**config.mk**
```make
export PLATFORM = sky130hd
export DESIGN_NAME = wipe_line_ctrl
export DESIGN_NICKNAME = d
export VERILOG_FILES = /design/src/rtl/wipe_pkg.sv /design/src/rtl/wipe_ctrl_reg.sv /design/src/rtl/wipe_line_counter.sv /design/src/rtl/wipe_boundary.sv /design/src/rtl/wipe_line_ctrl.sv
export SDC_FILE = /design/constraint.sdc
export NUM_CORES = 1
export LEC_CHECK = 0
export BUFFER_PORTS_ARGS = -buffer_cell sky130_fd_sc_hd__buf_2
export CORE_ASPECT_RATIO = 2
export CORE_MARGIN = 8
export CORE_UTILIZATION = 50
export CTS_BUF_LIST = sky130_fd_sc_hd__clkbuf_4 sky130_fd_sc_hd__clkbuf_8
export DETAILED_ROUTE_END_ITERATION = 8
export PLACE_DENSITY = 0.74
export SETUP_SLACK_MARGIN = 0.05
export SLEW_MARGIN = 20
export SYNTH_ARGS = -nofsm -noshare
export SYNTH_HDL_FRONTEND = slang
export SYNTH_HIERARCHICAL = 1
export SYNTH_SLANG_ARGS = --single-unit
```
**constraint.sdc**
```tcl
create_clock -name clk -period 8 [get_ports clk]
set_input_delay 1.6 -clock clk [delete_from_list [all_inputs] [get_ports clk]]
set_output_delay 1.6 -clock clk [all_outputs]
set_load 0.005 [all_outputs]
```
**src/rtl/wipe_pkg.sv**
```systemverilog
// Package: shared control-word layout and field codes for the wipe controller.
// Assumes the control word is seven implemented bits; bit 7 does not exist.
package wipe_pkg;

    typedef enum logic [1:0] {
        WIPE_OFF = 2'b00,
        WIPE_M1  = 2'b01,
        WIPE_M2  = 2'b10,
        WIPE_M3  = 2'b11
    } wipe_mode_e;

    // Packed so the bit positions match the software-visible word.
    typedef struct packed {
        logic [1:0] stop_sel;   // bits 6:5
        logic [1:0] step_sel;   // bits 4:3
        logic       dir_up;     // bit 2
        wipe_mode_e mode;       // bits 1:0
    } wipe_ctrl_t;

    localparam int CTRL_W = $bits(wipe_ctrl_t);

endpackage

```
**src/rtl/wipe_ctrl_reg.sv**
```systemverilog
// Module: control register. Stores seven implemented bits on a write strobe.
// Readback pads bit 7 with zero. Assumes wr_en is a single-cycle strobe.
module wipe_ctrl_reg
    import wipe_pkg::*;
(
    input  logic        clk,
    input  logic        rst_n,
    input  logic        wr_en,
    input  logic [7:0]  wr_data,
    output wipe_ctrl_t  ctrl,
    output logic [7:0]  rd_data
);

    // Capture the implemented bits of a write; clear on reset.
    always_ff @(posedge clk) begin
        if (!rst_n)
            ctrl <= '0;
        else if (wr_en)
            ctrl <= wipe_ctrl_t'(wr_data[CTRL_W-1:0]);
    end

    // Form the readback word with the missing top bit as zero.
    always_comb begin
        rd_data = {1'b0, ctrl};
    end


    wr_readback_chk: assert property (@(posedge clk) disable iff (!rst_n)
        wr_en |=> (rd_data == {1'b0, $past(wr_data[6:0])}));

endmodule

```
**src/rtl/wipe_line_counter.sv**
```systemverilog
// Module: per-field scan line counter. Clears on vsync and counts hsync
// pulses. Saturates rather than wrapping if a field runs long.
// Assumes both sync inputs are one-cycle pulses in the clk domain.
module wipe_line_counter #(
    parameter int LINE_W = 10
) (
    input  logic              clk,
    input  logic              rst_n,
    input  logic              hsync_pulse,
    input  logic              vsync_pulse,
    output logic [LINE_W-1:0] line_cnt
);

    localparam logic [LINE_W-1:0] LINE_MAX = '1;

    // Restart at each field, step once per line, hold at the top value.
    always_ff @(posedge clk) begin
        if (!rst_n)
            line_cnt <= '0;
        else if (vsync_pulse)
            line_cnt <= '0;
        else if (hsync_pulse && line_cnt != LINE_MAX)
            line_cnt <= line_cnt + LINE_W'(1);
    end


    field_clear_chk: assert property (@(posedge clk) disable iff (!rst_n)
        vsync_pulse |=> (line_cnt == '0));


    line_step_chk: assert property (@(posedge clk) disable iff (!rst_n)
        (hsync_pulse && !vsync_pulse && line_cnt != LINE_MAX)
        |=> (line_cnt == $past(line_cnt) + LINE_W'(1)));

endmodule

```
**src/rtl/wipe_boundary.sv**
```systemverilog
// Module: wipe boundary tracker. On each vsync it advances the boundary by
// the decoded step and clamps at the decoded stop line. At the clamp it sets
// a sticky done flag. Any control write restarts the boundary at zero.
// Assumes the stop lines fit in LINE_W bits and the step code 11 is unused.
module wipe_boundary
    import wipe_pkg::*;
#(
    parameter int LINE_W = 10,
    parameter int STOP_0 = 312,
    parameter int STOP_1 = 156,
    parameter int STOP_2 = 256,
    parameter int STOP_3 = 128
) (
    input  logic              clk,
    input  logic              rst_n,
    input  wipe_ctrl_t        ctrl,
    input  logic              wr_en,
    input  logic              vsync_pulse,
    output logic [LINE_W-1:0] boundary,
    output logic [LINE_W-1:0] stop_line,
    output logic              done
);

    logic [LINE_W-1:0] step_lines;
    logic [LINE_W:0]   next_sum;

    // Decode the step: mode 3 fixes four lines, other modes follow the code.
    always_comb begin
        if (ctrl.mode == WIPE_M3)
            step_lines = LINE_W'(4);
        else begin
            case (ctrl.step_sel)
                2'b00:   step_lines = LINE_W'(1);
                2'b01:   step_lines = LINE_W'(2);
                default: step_lines = LINE_W'(4);
            endcase
        end
    end

    // Decode the stop line from its two-bit code.
    always_comb begin
        case (ctrl.stop_sel)
            2'b00:   stop_line = LINE_W'(STOP_0);
            2'b01:   stop_line = LINE_W'(STOP_1);
            2'b10:   stop_line = LINE_W'(STOP_2);
            default: stop_line = LINE_W'(STOP_3);
        endcase
    end

    // One extra bit so the comparison cannot wrap.
    always_comb begin
        next_sum = {1'b0, boundary} + {1'b0, step_lines};
    end

    // Advance once per field, clamp at the stop line, restart on a write.
    always_ff @(posedge clk) begin
        if (!rst_n) begin
            boundary <= '0;
            done     <= 1'b0;
        end else if (wr_en) begin
            boundary <= '0;
            done     <= 1'b0;
        end else if (vsync_pulse && ctrl.mode != WIPE_OFF && !done) begin
            if (next_sum >= {1'b0, stop_line}) begin
                boundary <= stop_line;
                done     <= 1'b1;
            end else begin
                boundary <= next_sum[LINE_W-1:0];
            end
        end
    end


    within_stop_chk: assert property (@(posedge clk) disable iff (!rst_n)
        boundary <= stop_line);


    done_at_stop_chk: assert property (@(posedge clk) disable iff (!rst_n)
        done |-> (boundary == stop_line));


    done_sticky_chk: assert property (@(posedge clk) disable iff (!rst_n)
        (done && !wr_en) |=> (done && $stable(boundary)));


    write_restart_chk: assert property (@(posedge clk) disable iff (!rst_n)
        wr_en |=> (boundary == '0 && !done));


    off_hold_chk: assert property (@(posedge clk) disable iff (!rst_n)
        (vsync_pulse && !wr_en && ctrl.mode == WIPE_OFF) |=> $stable(boundary));


    m3_step_chk: assert property (@(posedge clk) disable iff (!rst_n)
        (vsync_pulse && !wr_en && !done && ctrl.mode == WIPE_M3
         && ({1'b0, boundary} + (LINE_W+1)'(4)) < {1'b0, stop_line})
        |=> (boundary == $past(boundary) + LINE_W'(4)));

endmodule

```
**src/rtl/wipe_line_ctrl.sv**
```systemverilog
// Module: top of the vertical wipe controller. Joins the control register,
// the line counter and the boundary tracker. Compares the current line with
// the boundary to form the display enable for that line.
// Assumes sync pulses are already synchronised to clk.
module wipe_line_ctrl
    import wipe_pkg::*;
#(
    parameter int LINE_W = 10
) (
    input  logic       clk,
    input  logic       rst_n,
    input  logic       wr_en,
    input  logic [7:0] wr_data,
    output logic [7:0] rd_data,
    input  logic       hsync_pulse,
    input  logic       vsync_pulse,
    output logic       disp_en,
    output logic       wipe_done
);

    wipe_ctrl_t        ctrl;
    logic [LINE_W-1:0] line_cnt;
    logic [LINE_W-1:0] boundary;
    logic [LINE_W-1:0] stop_line;

    wipe_ctrl_reg u_reg (
        .clk     (clk),
        .rst_n   (rst_n),
        .wr_en   (wr_en),
        .wr_data (wr_data),
        .ctrl    (ctrl),
        .rd_data (rd_data)
    );

    wipe_line_counter #(.LINE_W(LINE_W)) u_lines (
        .clk         (clk),
        .rst_n       (rst_n),
        .hsync_pulse (hsync_pulse),
        .vsync_pulse (vsync_pulse),
        .line_cnt    (line_cnt)
    );

    wipe_boundary #(.LINE_W(LINE_W)) u_bound (
        .clk         (clk),
        .rst_n       (rst_n),
        .ctrl        (ctrl),
        .wr_en       (wr_en),
        .vsync_pulse (vsync_pulse),
        .boundary    (boundary),
        .stop_line   (stop_line),
        .done        (wipe_done)
    );

    // Choose the reveal side from the direction; show every line when off.
    always_comb begin
        if (ctrl.mode == WIPE_OFF)
            disp_en = 1'b1;
        else if (ctrl.dir_up)
            disp_en = (line_cnt < boundary);
        else
            disp_en = (line_cnt >= boundary);
    end


    off_shows_chk: assert property (@(posedge clk) disable iff (!rst_n)
        (rd_data[1:0] == 2'b00) |-> disp_en);


    up_top_line_chk: assert property (@(posedge clk) disable iff (!rst_n)
        (rd_data[1:0] != 2'b00 && rd_data[2] && line_cnt == '0 && wipe_done)
        |-> disp_en);


    down_top_line_chk: assert property (@(posedge clk) disable iff (!rst_n)
        (rd_data[1:0] != 2'b00 && !rd_data[2] && line_cnt == '0 && wipe_done)
        |-> !disp_en);

endmodule

```
Word-level counts from Yosys, hierarchy flattened:

Index checks and enable logic that the tools add are counted.

* flip-flop bits (word level): 28
* bits in latches: 0
* bits in writable memories: 0
* ROM bits: 0
* bits of input ports: 13
* output and inout port bits: 10
* word-level logic and storage cells: 35
* memories: 0

* add/subtract/negate cells: 2
* multiply operators: 0
* div/mod/pow operators: 0
* $lt $le $gt $ge: 3
* equal/unequal tests: 5
* shift operators: 0
* mux-type cells: 6
* bitwise gates (word level): 1
* reduce and logical (&&, ||, !) cells: 11

Operators by type and width (number)
* $pmux W9 S3: 1
* $mux W10: 2
* $add A10 B10 Y11: 1
* $ge A11 B9 Y1: 1
* $add A10 B1 Y10 const B: 1
* $ge A10 B10 Y1: 1
* $lt A10 B10 Y1: 1
* $ne A10 B10 Y1 const B: 1
* $logic_not A2 Y1: 3
* $pmux W3 S2: 1
* $eq A2 B1 Y1 const B: 2
* $eq A2 B2 Y1 const B: 2
* $reduce_or A2 Y1: 2
* $logic_and A1 B1 Y1: 3
* $mux W1: 2
* $reduce_and A2 Y1: 1
* $reduce_bool A2 Y1: 1
* $logic_not A1 Y1: 1
* $not A1 Y1: 1

Longest topological paths before layout:

Gate-level depths: netlist (run 1).

* depth after elaboration: 6
* gate-level depth with buffers: 13
* gate-level depth less buffers: 13

Hierarchy:

The synthesis (run 1) kept the hierarchy.

Modules (own cells, without submodules)
* wipe_boundary: times used 1, cells each 136, area each 1056.0 um2, seq. area each 220.2 um2
* wipe_line_counter: times used 1, cells each 58, area each 513.0 um2, seq. area each 200.2 um2
* wipe_ctrl_reg: times used 1, cells each 31, area each 329.1 um2, seq. area each 140.1 um2
* wipe_line_ctrl: times used 1, cells each 39, area each 287.8 um2, seq. area each 0.0 um2

Worst setup path before layout (run 1):

Ideal clock, no wire load.

* path kind: register -> output
* start point: reg u_bound.boundary[3]
* end point: out disp_en
* arrival: 1.663 ns
* data required time: 6.400 ns
* setup slack: 4.737 ns
* cell stages (with the launch flop): 7
* buffers on the path: 0
* path through: dfxtp_1 inv_1 ha_1 a21oi_2 o21ai_1 a2111oi_2 mux2_2

* longest elaborated chain between the ends: 3
* elaborated cells on any way between the ends: 4
* classes of those cells: order compare (2); mux (2)

Ends and longest elaborated chain
* from (decl): RTL line wipe_boundary.sv:19 `output logic [LINE_W-1:0] boundary,`
* from (signal assigned): RTL line wipe_boundary.sv:65 `boundary <= stop_line;`
* from (signal assigned): RTL line wipe_boundary.sv:68 `boundary <= next_sum[LINE_W-1:0];`
* $ge A10 B10 Y1 or $lt A10 B10 Y1 (tied branches): RTL line wipe_line_ctrl.sv:61, wipe_line_ctrl.sv:59
* $mux W1 *: RTL line wipe_line_ctrl.sv:58 `else if (ctrl.dir_up)`
* $mux W1 *: RTL line wipe_line_ctrl.sv:56 `if (ctrl.mode == WIPE_OFF)`
* to (decl): RTL line wipe_line_ctrl.sv:17 `output logic disp_en,`

Mark *: on every way between the ends. The rest lies on a longest branch, timed or not.

Final worst setup path (run 1):

Ends and elaborated chain as after synthesis.

==> results of run 1 <==
==> layout by cell type, fill, tap and decap left out, drive strengths merged, types with 2 or more instances in the layout <==
| cell type | count |
|---|---|
| nand2 | 15 |
| a21oi | 15 |
| o21a | 4 |
| o311ai | 4 |
| a211oi | 4 |
| inv | 16 |
| dfxtp | 28 |
| a31oi | 4 |
| xnor2 | 2 |
| nand3 | 15 |
| or2 | 2 |
| clkbuf | 3 |
| ha | 20 |
| buf | 20 |
| nor2b | 10 |
| nor3 | 10 |
| o31ai | 5 |
| nand4 | 11 |
| nand2b | 3 |
| nor2 | 15 |
| or4 | 2 |
| mux2i | 8 |
| xor2 | 6 |
| o211ai | 3 |
| or3 | 5 |
| mux2 | 2 |
| o21ai | 11 |
| and3 | 4 |
==> power groups by stage <==
stage	Clock, mW	Combinational (mW)	Sequential [mW]
CTS	0.115	0.0313	0.145
finish	0.115	0.0312	0.145
detailed placement	0	0.0312	0.149
global route	0.121	0.0348	0.146
floorplan	0	0.0248	0.147
global placement	0	0.0304	0.149
==> through the flow <==
step	hold slack, ns	setup slack, ns
2_1_floorplan	0.453	4.74
3_3_place_gp	0.479	4.29
3_5_place_dp	0.490	4.20
4_1_cts	0.504	4.07
5_1_grt	0.531	3.81
6_report	0.502	4.08
==> cell type report <==
class / count / area (um2)
Timing Repair Buffer: 20 / 100
Multi-Input combinational cell: 194 / 1410
Tap cell: 52 / 65.1
Clock buffer: 3 / 41.3
Clock inverter: 1 / 30.0
Fill cell: 393 / 1820
Inverter: 16 / 60.1
Sequential cell: 28 / 561
==> flip-flops by register name, summed over array words and instances (netlist names) <==
| name | cells |
|---|---|
| u_lines/line_cnt | 10 |
| u_reg/ctrl | 7 |
| u_bound/boundary | 10 |
| u_bound/done | 1 |
==> routing by layer <==
layer	up-vias	routed length [um]
met5	-	0
met4	0	238
met3	19	119
met2	40	2860
met1	903	1850
li1	948	-
==> path summary, 6_finish.rpt <==
kind / cells past startpoint / endpoint / slack, ns / startpoint
worst max-delay path: 7 / disp_en / 4.08 / u_bound/boundary[3]
worst min-delay path: 2 / u_bound/boundary[0] / 0.50 / u_bound/boundary[0]
worst min register to register: 2 / u_bound/boundary[0] / 0.50 / u_bound/boundary[0]
worst max register to register: 13 / u_bound/boundary[3] / 4.09 / u_reg/ctrl[1]
==> worst max-delay path, cell delays in order, from the launching register on <==
cell and delay, ns:
dfxtp_1 0.47, inv_1 0.07, ha_1 0.31, a21oi_2 0.15, o21ai_1 0.09, a2111oi_2 0.42, mux2_2 0.39, buf_2 0.13
==> metrics, run 1 <==
Hold Buf Count CTS 0; DRT iter0 DRCs 64; largest net degree at the start of global routing 17; Rel. slew slack a little over half; vias in the first global route ~1900; Placed Cells 310; crit share post-route between 40% and 50%; fin area roughly 2300 um2; Setup Skew between 0.005 and 0.006 ns; fin nets roughly 300; yosys warns 6; Layout area overhead 6.28%; number of buffers created by CTS 3; DRC Markers 0; WS Path Type reg2out; Setup-failing EPs final 0; H-tree depth 1; status finished clean; Placeable Area about 4100 um2; n_diodes 0; clock tree buffer depth 2; Routed wire per std cell approximately 16 um; Die X between 60 and 70 um; peak supply drop ~0.000072 V; Final Non-Filler Cells approximately 310; root buf cell clkbuf_8; busiest grt layer met2; # IOs 23; Seq pwr share between 40% and 50%; RSZ-0062 raised after global routing no; Final Hold Viols 0; setup_tns 0 ns; post-route ant nets 0; max_cap viols 0; clock network fraction of total power 39.4%; IO buf count 20; initial antenna violation count 0; CTS tree yes; Leakage around 0.91 nW; Worst-path clk slew ~0.1 ns; GR met3 Demand/Resource roughly 1.6%; M2 GR Usage a little under a third; Synth Net Count 289; sw frac 23.7%; Comb power frac around a tenth; Starting Density 52.2%; GR Layer Usage met1 13.3%; standard-cell rows 33; RD Place Congestion slightly above 0.9; crit-path max FO 6; Fmax around 0.26 GHz; crit path launch type register; worst hold path class reg2reg; GRT overflow 0; Final min period approximately 3.9 ns; Pint roughly 0.22 mW; Psw 0.0691 mW; vias between 1500 and 2000; final core occ 55.5%; WP data arrival about 2.3 ns; worst skew pair latency about 0.28 ns; CTS resizes 0; Power Density 128 nW/um2; Critical Path RT around 6.4 ns; Area after DPL between 2000 and 2500 um2; layout cells sized above 1 about 16%; Global Route Usage Sum between 10% and 20%; first-pass GRT wire length around 8500 um; synthesized instance count approximately 260; Final HPWL DP 4040 um; final slew viol count 0; Vias/cell roughly 6.1; Die ar. about 6700 um2; die height between 100 and 150 um; drt first pass iters 4; Syn Area/Cell between 8 and 9 um2; drt total wl about 5100 um; CP Capture Type output port; Post-Syn Area about 2100 um2; setup bufs post-CTS 0; Worst Tran Pin Value 0.705 ns; total chip power around 0.29 mW; CTS sink count 28
No activity file was read; power rests on OpenSTA's default activity.
==> run 2, diff against run 1 <==
--- a/config.mk
+++ b/config.mk
@@ -11,7 +11,7 @@
 export CORE_UTILIZATION = 50
 export CTS_BUF_LIST = sky130_fd_sc_hd__clkbuf_4 sky130_fd_sc_hd__clkbuf_8
 export DETAILED_ROUTE_END_ITERATION = 8
-export PLACE_DENSITY = 0.74
+export PLACE_DENSITY = 0.76
 export SETUP_SLACK_MARGIN = 0.05
 export SLEW_MARGIN = 20
 export SYNTH_ARGS = -nofsm -noshare
==> constraint.sdc (replaced) <==
create_clock -name clk -period 3.6 [get_ports clk]
set_input_delay 0.72 -clock clk [delete_from_list [all_inputs] [get_ports clk]]
set_output_delay 0.72 -clock clk [all_outputs]
set_load 0.005 [all_outputs]
==> metrics, run 2 (same netlist as run 1, synthesis figures left out) <==
drt first pass iters 4 (unchanged); final slew viol count 0 (unchanged); RR Endpoint u_bound/boundary[0]; Global Route Usage Sum 15.6% (+0.44 points); n_diodes 0 (unchanged); # IOs 23 (unchanged); reg2reg path depth 14 (+1); Fmax between 0.3 and 0.4 GHz; Area after DPL 2230 um2 (+1.4%); fin area 2360 um2 (+4.1%); Regs by FF count u_bound/boundary: 10 flops, u_lines/line_cnt: 10 flops, u_reg/ctrl: 7 flops; Critical Path RT 3.81 ns (-2.59 ns); first-pass GRT wire length 8740 um (+3.4%); root buf cell clkbuf_8; Rel. slew slack 57.9% (+5.4 points); Setup-failing EPs final 0 (unchanged); Setup Skew 0.00430 ns (-0.00104 ns); layout cells sized above 1 20.5% (+4.9 points); post-route ant nets 0 (unchanged); worst skew pair latency 0.27 ns (about the same); crit-path max FO 5 (-1); Psw 0.151 mW (+120%); Vias/cell 6.10 (+0.23%); Comb power frac 12.0% (+1.3 points); Final HPWL DP 4160 um (+2.9%); commonest non-fill, non-tap cells in the layout dfxtp_1 (28), buf_2 (20), ha_1 (17), inv_1 (16); drt total wl 5160 um (+1.8%); Power Density 275 nW/um2 (+110%); slowest stage delay, CP 0.52 ns (+0.05 ns); Layout area overhead 10.6%; Pint 0.497 mW (+120%); Starting Density 52.2% (unchanged); Seq pwr share 49.7% (-0.2 points); clock tree buffer depth 2 (unchanged); CP cell instances a21o_1 > nor2_1 > ha_2 > fa_2 > a21oi_4 > or2_2 > nor2_1 > xor2_1 > ha_2 > a21oi_2 > o21ai_1 > buf_4 > or4_1 > a21oi_1; Hold Path Depth 2 (unchanged); CP Launch Point u_reg/ctrl[0]; fin nets 303 (+2.0%); Final Hold Viols 0 (unchanged); vias 1951 (+2.1%); GRT overflow 0 (unchanged); Worst-path clk slew 0.10 ns (about the same); standard-cell rows 33 (unchanged); Hold Buf Count CTS 0 (unchanged); setup_tns 0 ns (unchanged); crit path launch type register; Die X 62.2 um (unchanged); status finished clean; FF/Latch Area 561 um2 (unchanged); CTS tree yes; IO buf count 20 (unchanged); worst hold path class reg2reg; CP Capture Type register; CTS sink count 28 (unchanged); Worst Tran Pin Value 0.631 ns (-0.0742 ns); RD Place Congestion 0.914 (+0.18%); Placeable Area 4090 um2 (unchanged); largest net degree at the start of global routing 17 (unchanged); worst reg2reg path startpoint u_reg/ctrl[0]; Die ar. 6740 um2 (unchanged); area of the multi-input gates 1460 um2 (+3.4%); peak supply drop 0.000174 V (+140%); WP data arrival 3.53 ns (+1.21 ns); sw frac 23.2% (-0.48 points); clock network fraction of total power 38.3% (-1.1 points); H-tree depth 1 (unchanged); vias in the first global route 1936 (+3.3%); hold path start u_bound/boundary[0]; die height 108 um (unchanged); max_cap viols 0 (unchanged); initial antenna violation count 0 (unchanged); Leakage 0.939 nW (+3.6%); Worst path slowest cell or4_1; WS Path Type reg2reg; number of buffers created by CTS 3 (unchanged); DRC Markers 0 (unchanged); WHS Endpoint u_bound/boundary[0]; RSZ-0062 raised after global routing no; Routed wire per std cell 16.1 um (-0.11%); flop2flop setup slack 0.27 ns (-3.82 ns); crit share post-route between 90% and 100%; Final min period about 3.3 ns; number of fill cells in the layout 360 (-8.4%); most common cell after layout, fill and taps aside dfxtp_1; DRT iter0 DRCs 122 (+91%)
==> run 2: cell count changes in the layout (fill, tap and decap cells not counted), moves of 2 or more <==
| cell | before | now |
|---|---|---|
| a21oi_4 | 0 | 2 |
| buf_4 | 0 | 6 |
| ha_1 | 20 | 17 |
| ha_2 | 0 | 3 |
==> run 2: worst max-delay path by stage <==
stage	to	slack (ns)	cells after the start
6_report	u_bound/boundary[0]	0.27	14
5_1_grt	u_bound/boundary[1]	0.04	14
4_1_cts	u_bound/boundary[1]	0.11	14
3_5_place_dp	u_bound/boundary[1]	0.13	14
3_3_place_gp	u_bound/boundary[1]	0.20	14
2_1_floorplan	u_bound/boundary[0]	0.46	13
==> run 2: timing repair <==
item	4_1_cts	5_1_grt
endpoints found under the setup margin	0	8
gates resized for setup	0	11
buffers inserted	0	2
==> run 2: through the flow <==
stage               hold WS [ns]  util (%)  power [mW]  std cells  setup slack, ns
floorplan                  0.453         -       0.383        255            0.460
finish                     0.507      57.7       0.648        320            0.273
global route               0.535      57.7       0.676        320           0.0407
CTS                        0.504      56.2       0.648        318            0.108
detailed placement         0.490      54.5       0.402        314            0.130
global placement           0.481      54.5       0.399        314            0.203
==> run 2: area by class of cell <==
type                    instances  share of cell area (%)
clock buffers                   3                    1.75
clock inverters                 1                    1.27
inverters                      16                    2.55
multi-input cells             194                    61.8
flip-flops and latches         28                    23.8
well taps                      52                    2.76
repair buffers                 26                    6.15
==> run 2: routing by layer <==
metal  GRT usage, %  part of all wire (%)
met5              0                     0
met2           30.7                    56
met3           1.86                   2.6
met4           11.6                   5.9
met1           14.2                    36
==> run 2: power by group through the flow <==
stage          Sequential [mW]  Combinational, mW  Clock, mW
2_1_floorplan            0.328             0.0552          0
3_3_place_gp             0.329             0.0704          0
3_5_place_dp             0.329             0.0726          0
4_1_cts                  0.322             0.0730      0.253
5_1_grt                  0.323             0.0861      0.267
6_report                 0.322             0.0778      0.248
==> run 2: worst max-delay path, delay by kind of cell, from the launching register on <==
kind | cells | cell delay [ns]
and+or+nand+nor | 4 | 1.09
adders and majority gates | 3 | 0.79
AOI/OAI and AO/OA | 5 | 0.71
DFF | 1 | 0.33
xor gates and xnor gates | 1 | 0.18
buffers and inverters | 1 | 0.17
==> run 3, diff against run 2 <==
--- a/config.mk
+++ b/config.mk
@@ -12,6 +12,7 @@
 export CTS_BUF_LIST = sky130_fd_sc_hd__clkbuf_4 sky130_fd_sc_hd__clkbuf_8
 export DETAILED_ROUTE_END_ITERATION = 8
 export PLACE_DENSITY = 0.76
+export REMOVE_ABC_BUFFERS = 1
 export SETUP_SLACK_MARGIN = 0.05
 export SLEW_MARGIN = 20
 export SYNTH_ARGS = -nofsm -noshare
==> metrics, run 3 (same netlist as run 1, synthesis figures left out) <==
Regs by FF count u_bound/boundary: 10 flops, u_lines/line_cnt: 10 flops, u_reg/ctrl: 7 flops; first-pass GRT wire length 8730 um (-0.16%); CTS tree yes; Starting Density 52.2% (unchanged); vias 1890 (-3.1%); GR Layer Usage met1 14.3% (+0.17 points); Top delay family on crit path compound AO/OA/AOI/OAI gates; drt first pass iters 4 (unchanged); Setup Skew 0.0107 ns (+0.00639 ns); number of buffers created by CTS 3 (unchanged); peak supply drop 0.000181 V (+4.2%); WS Path Type reg2reg; Worst path slowest cell or4_1; # IOs 23 (unchanged); post-route ant nets 0 (unchanged); setup_tns 0 ns (unchanged); Power Density 276 nW/um2 (+0.51%); initial antenna violation count 0 (unchanged); most common cell after layout, fill and taps aside dfxtp_1; WP buf/inv 2 (+1); CP Capture Type register; total chip power 0.649 mW (+0.19%); worst skew pair latency 0.28 ns (about the same); final core occ 57.5% (-0.18 points); GRT overflow 0 (unchanged); Hold Buf Count CTS 0 (unchanged); M2 GR Usage 31.2% (+0.52 points); H-tree depth 1 (unchanged); Setup-failing EPs final 0 (unchanged); RSZ-0062 raised after global routing no; Die X 62.2 um (unchanged); DRT iter0 DRCs 85 (-30%); Worst-path clk slew 0.10 ns (about the same); Routed wire per std cell 16.0 um (-0.91%); root buf cell clkbuf_8; crit share post-route 94.1% (+1.6 points); crit-path max FO 4 (-1); worst hold path class reg2reg; GR met3 Demand/Resource 1.76% (-0.10 points); Final Hold Viols 0 (unchanged); slowest stage delay, CP 0.53 ns (about the same); CTS sink count 28 (unchanged); Final HPWL DP 4110 um (-1.1%); Rel. slew slack 59.3% (+1.4 points); layout cells sized above 1 20.1% (-0.45 points); DRC Markers 0 (unchanged); final slew viol count 0 (unchanged); vias in the first global route 1917 (-0.98%); die height 108 um (unchanged); Layout area overhead 10.3%; fin nets 304 (+0.33%); commonest non-fill, non-tap cells in the layout dfxtp_1 (28), buf_2 (20), ha_1 (19), inv_1 (16), nand2_1 (15); Critical Path RT 3.81 ns (about the same); Global Route Usage Sum 15.7% (+0.037 points); n_diodes 0 (unchanged); busiest grt layer met2; RD Place Congestion 0.935 (+2.3%); WP data arrival 3.60 ns (+0.07 ns); max_cap viols 0 (unchanged); crit path launch type register; Placed Cells 315 (+0.32%); Placeable Area 4090 um2 (unchanged); Final min period 3.39 ns (+0.0589 ns); Worst Tran Pin Value 0.610 ns (-0.0210 ns); Die ar. 6740 um2 (unchanged); Final Non-Filler Cells 321 (+0.31%); Leakage 0.946 nW (+0.70%); largest net degree at the start of global routing 17 (unchanged); CP cell instances a21o_1 > ha_2 > a21oi_2 > buf_4 > a21oi_1 > xor2_1 > ha_1 > a31o_2 > a21oi_2 > o21ai_1 > buf_4 > or4_1 > a21oi_1; clock tree buffer depth 2 (unchanged); status finished clean; Vias/cell 5.89 (-3.4%); standard-cell rows 33 (unchanged); Fmax 0.295 GHz (-1.7%); drt total wl 5130 um (-0.60%); IO buf count 20 (unchanged)
run 3: what timing repair did:
item | 4_1_cts | 5_1_grt
setup endpoints to repair | 1 | 7
setup buffers | 0 | 2
pin swaps | 0 | 2
resized for setup | 1 | 7
gates cloned | 0 | 0
run 3: stage by stage:
stage                     hold slack (ns)  setup slack, ns  cell area (um2)
final                               0.498            0.214             2350
after global routing                0.524           0.0619             2350
after CTS                           0.500           0.0973             2310
after detailed placement            0.484           0.0603             2230
after global placement              0.478            0.149             2230
after floorplan                     0.453            0.436             2030
run 3: where the power goes:
group | leakage, nW | internal, mW | switching (mW)
Combinational | 0.683 | 0.0331 | 0.0434
Sequential | 0.227 | 0.316 | 0.00636
Clock | 0.0357 | 0.149 | 0.102
Total | 0.946 | 0.498 | 0.152
run 3: final cells by class:
cell class              count  area (um2)
repair buffers             27         153
multi-input cells         194        1440
well taps                  52        65.1
inverters                  16        60.1
clock buffers               3        41.3
fillers                   375        1740
clock inverters             1        30.0
flip-flops and latches     28         561
run 3: tightest hold or removal path: cells and delay by family (launching register included):
kind	cells	cell delay (ns)
flops	1	0.35
compound gates	1	0.05
simple gates	1	0.06
run 3: routing by layer:
| metal | vias to the layer above | part of all wire (%) |
|---|---|---|
| li1 | 957 | - |
| met1 | 889 | 37 |
| met2 | 30 | 57 |
| met3 | 14 | 1.5 |
| met4 | 0 | 3.9 |
| met5 | - | 0 |
run 3: worst paths after layout:
kind,startpoint,endpoint,slack [ns],cells after the start
setup / recovery,u_reg/ctrl[0],u_bound/boundary[1],0.21,13
setup reg to reg,u_reg/ctrl[0],u_bound/boundary[1],0.21,13
hold / removal,u_bound/boundary[0],u_bound/boundary[0],0.50,2
hold reg to reg,u_bound/boundary[0],u_bound/boundary[0],0.50,2
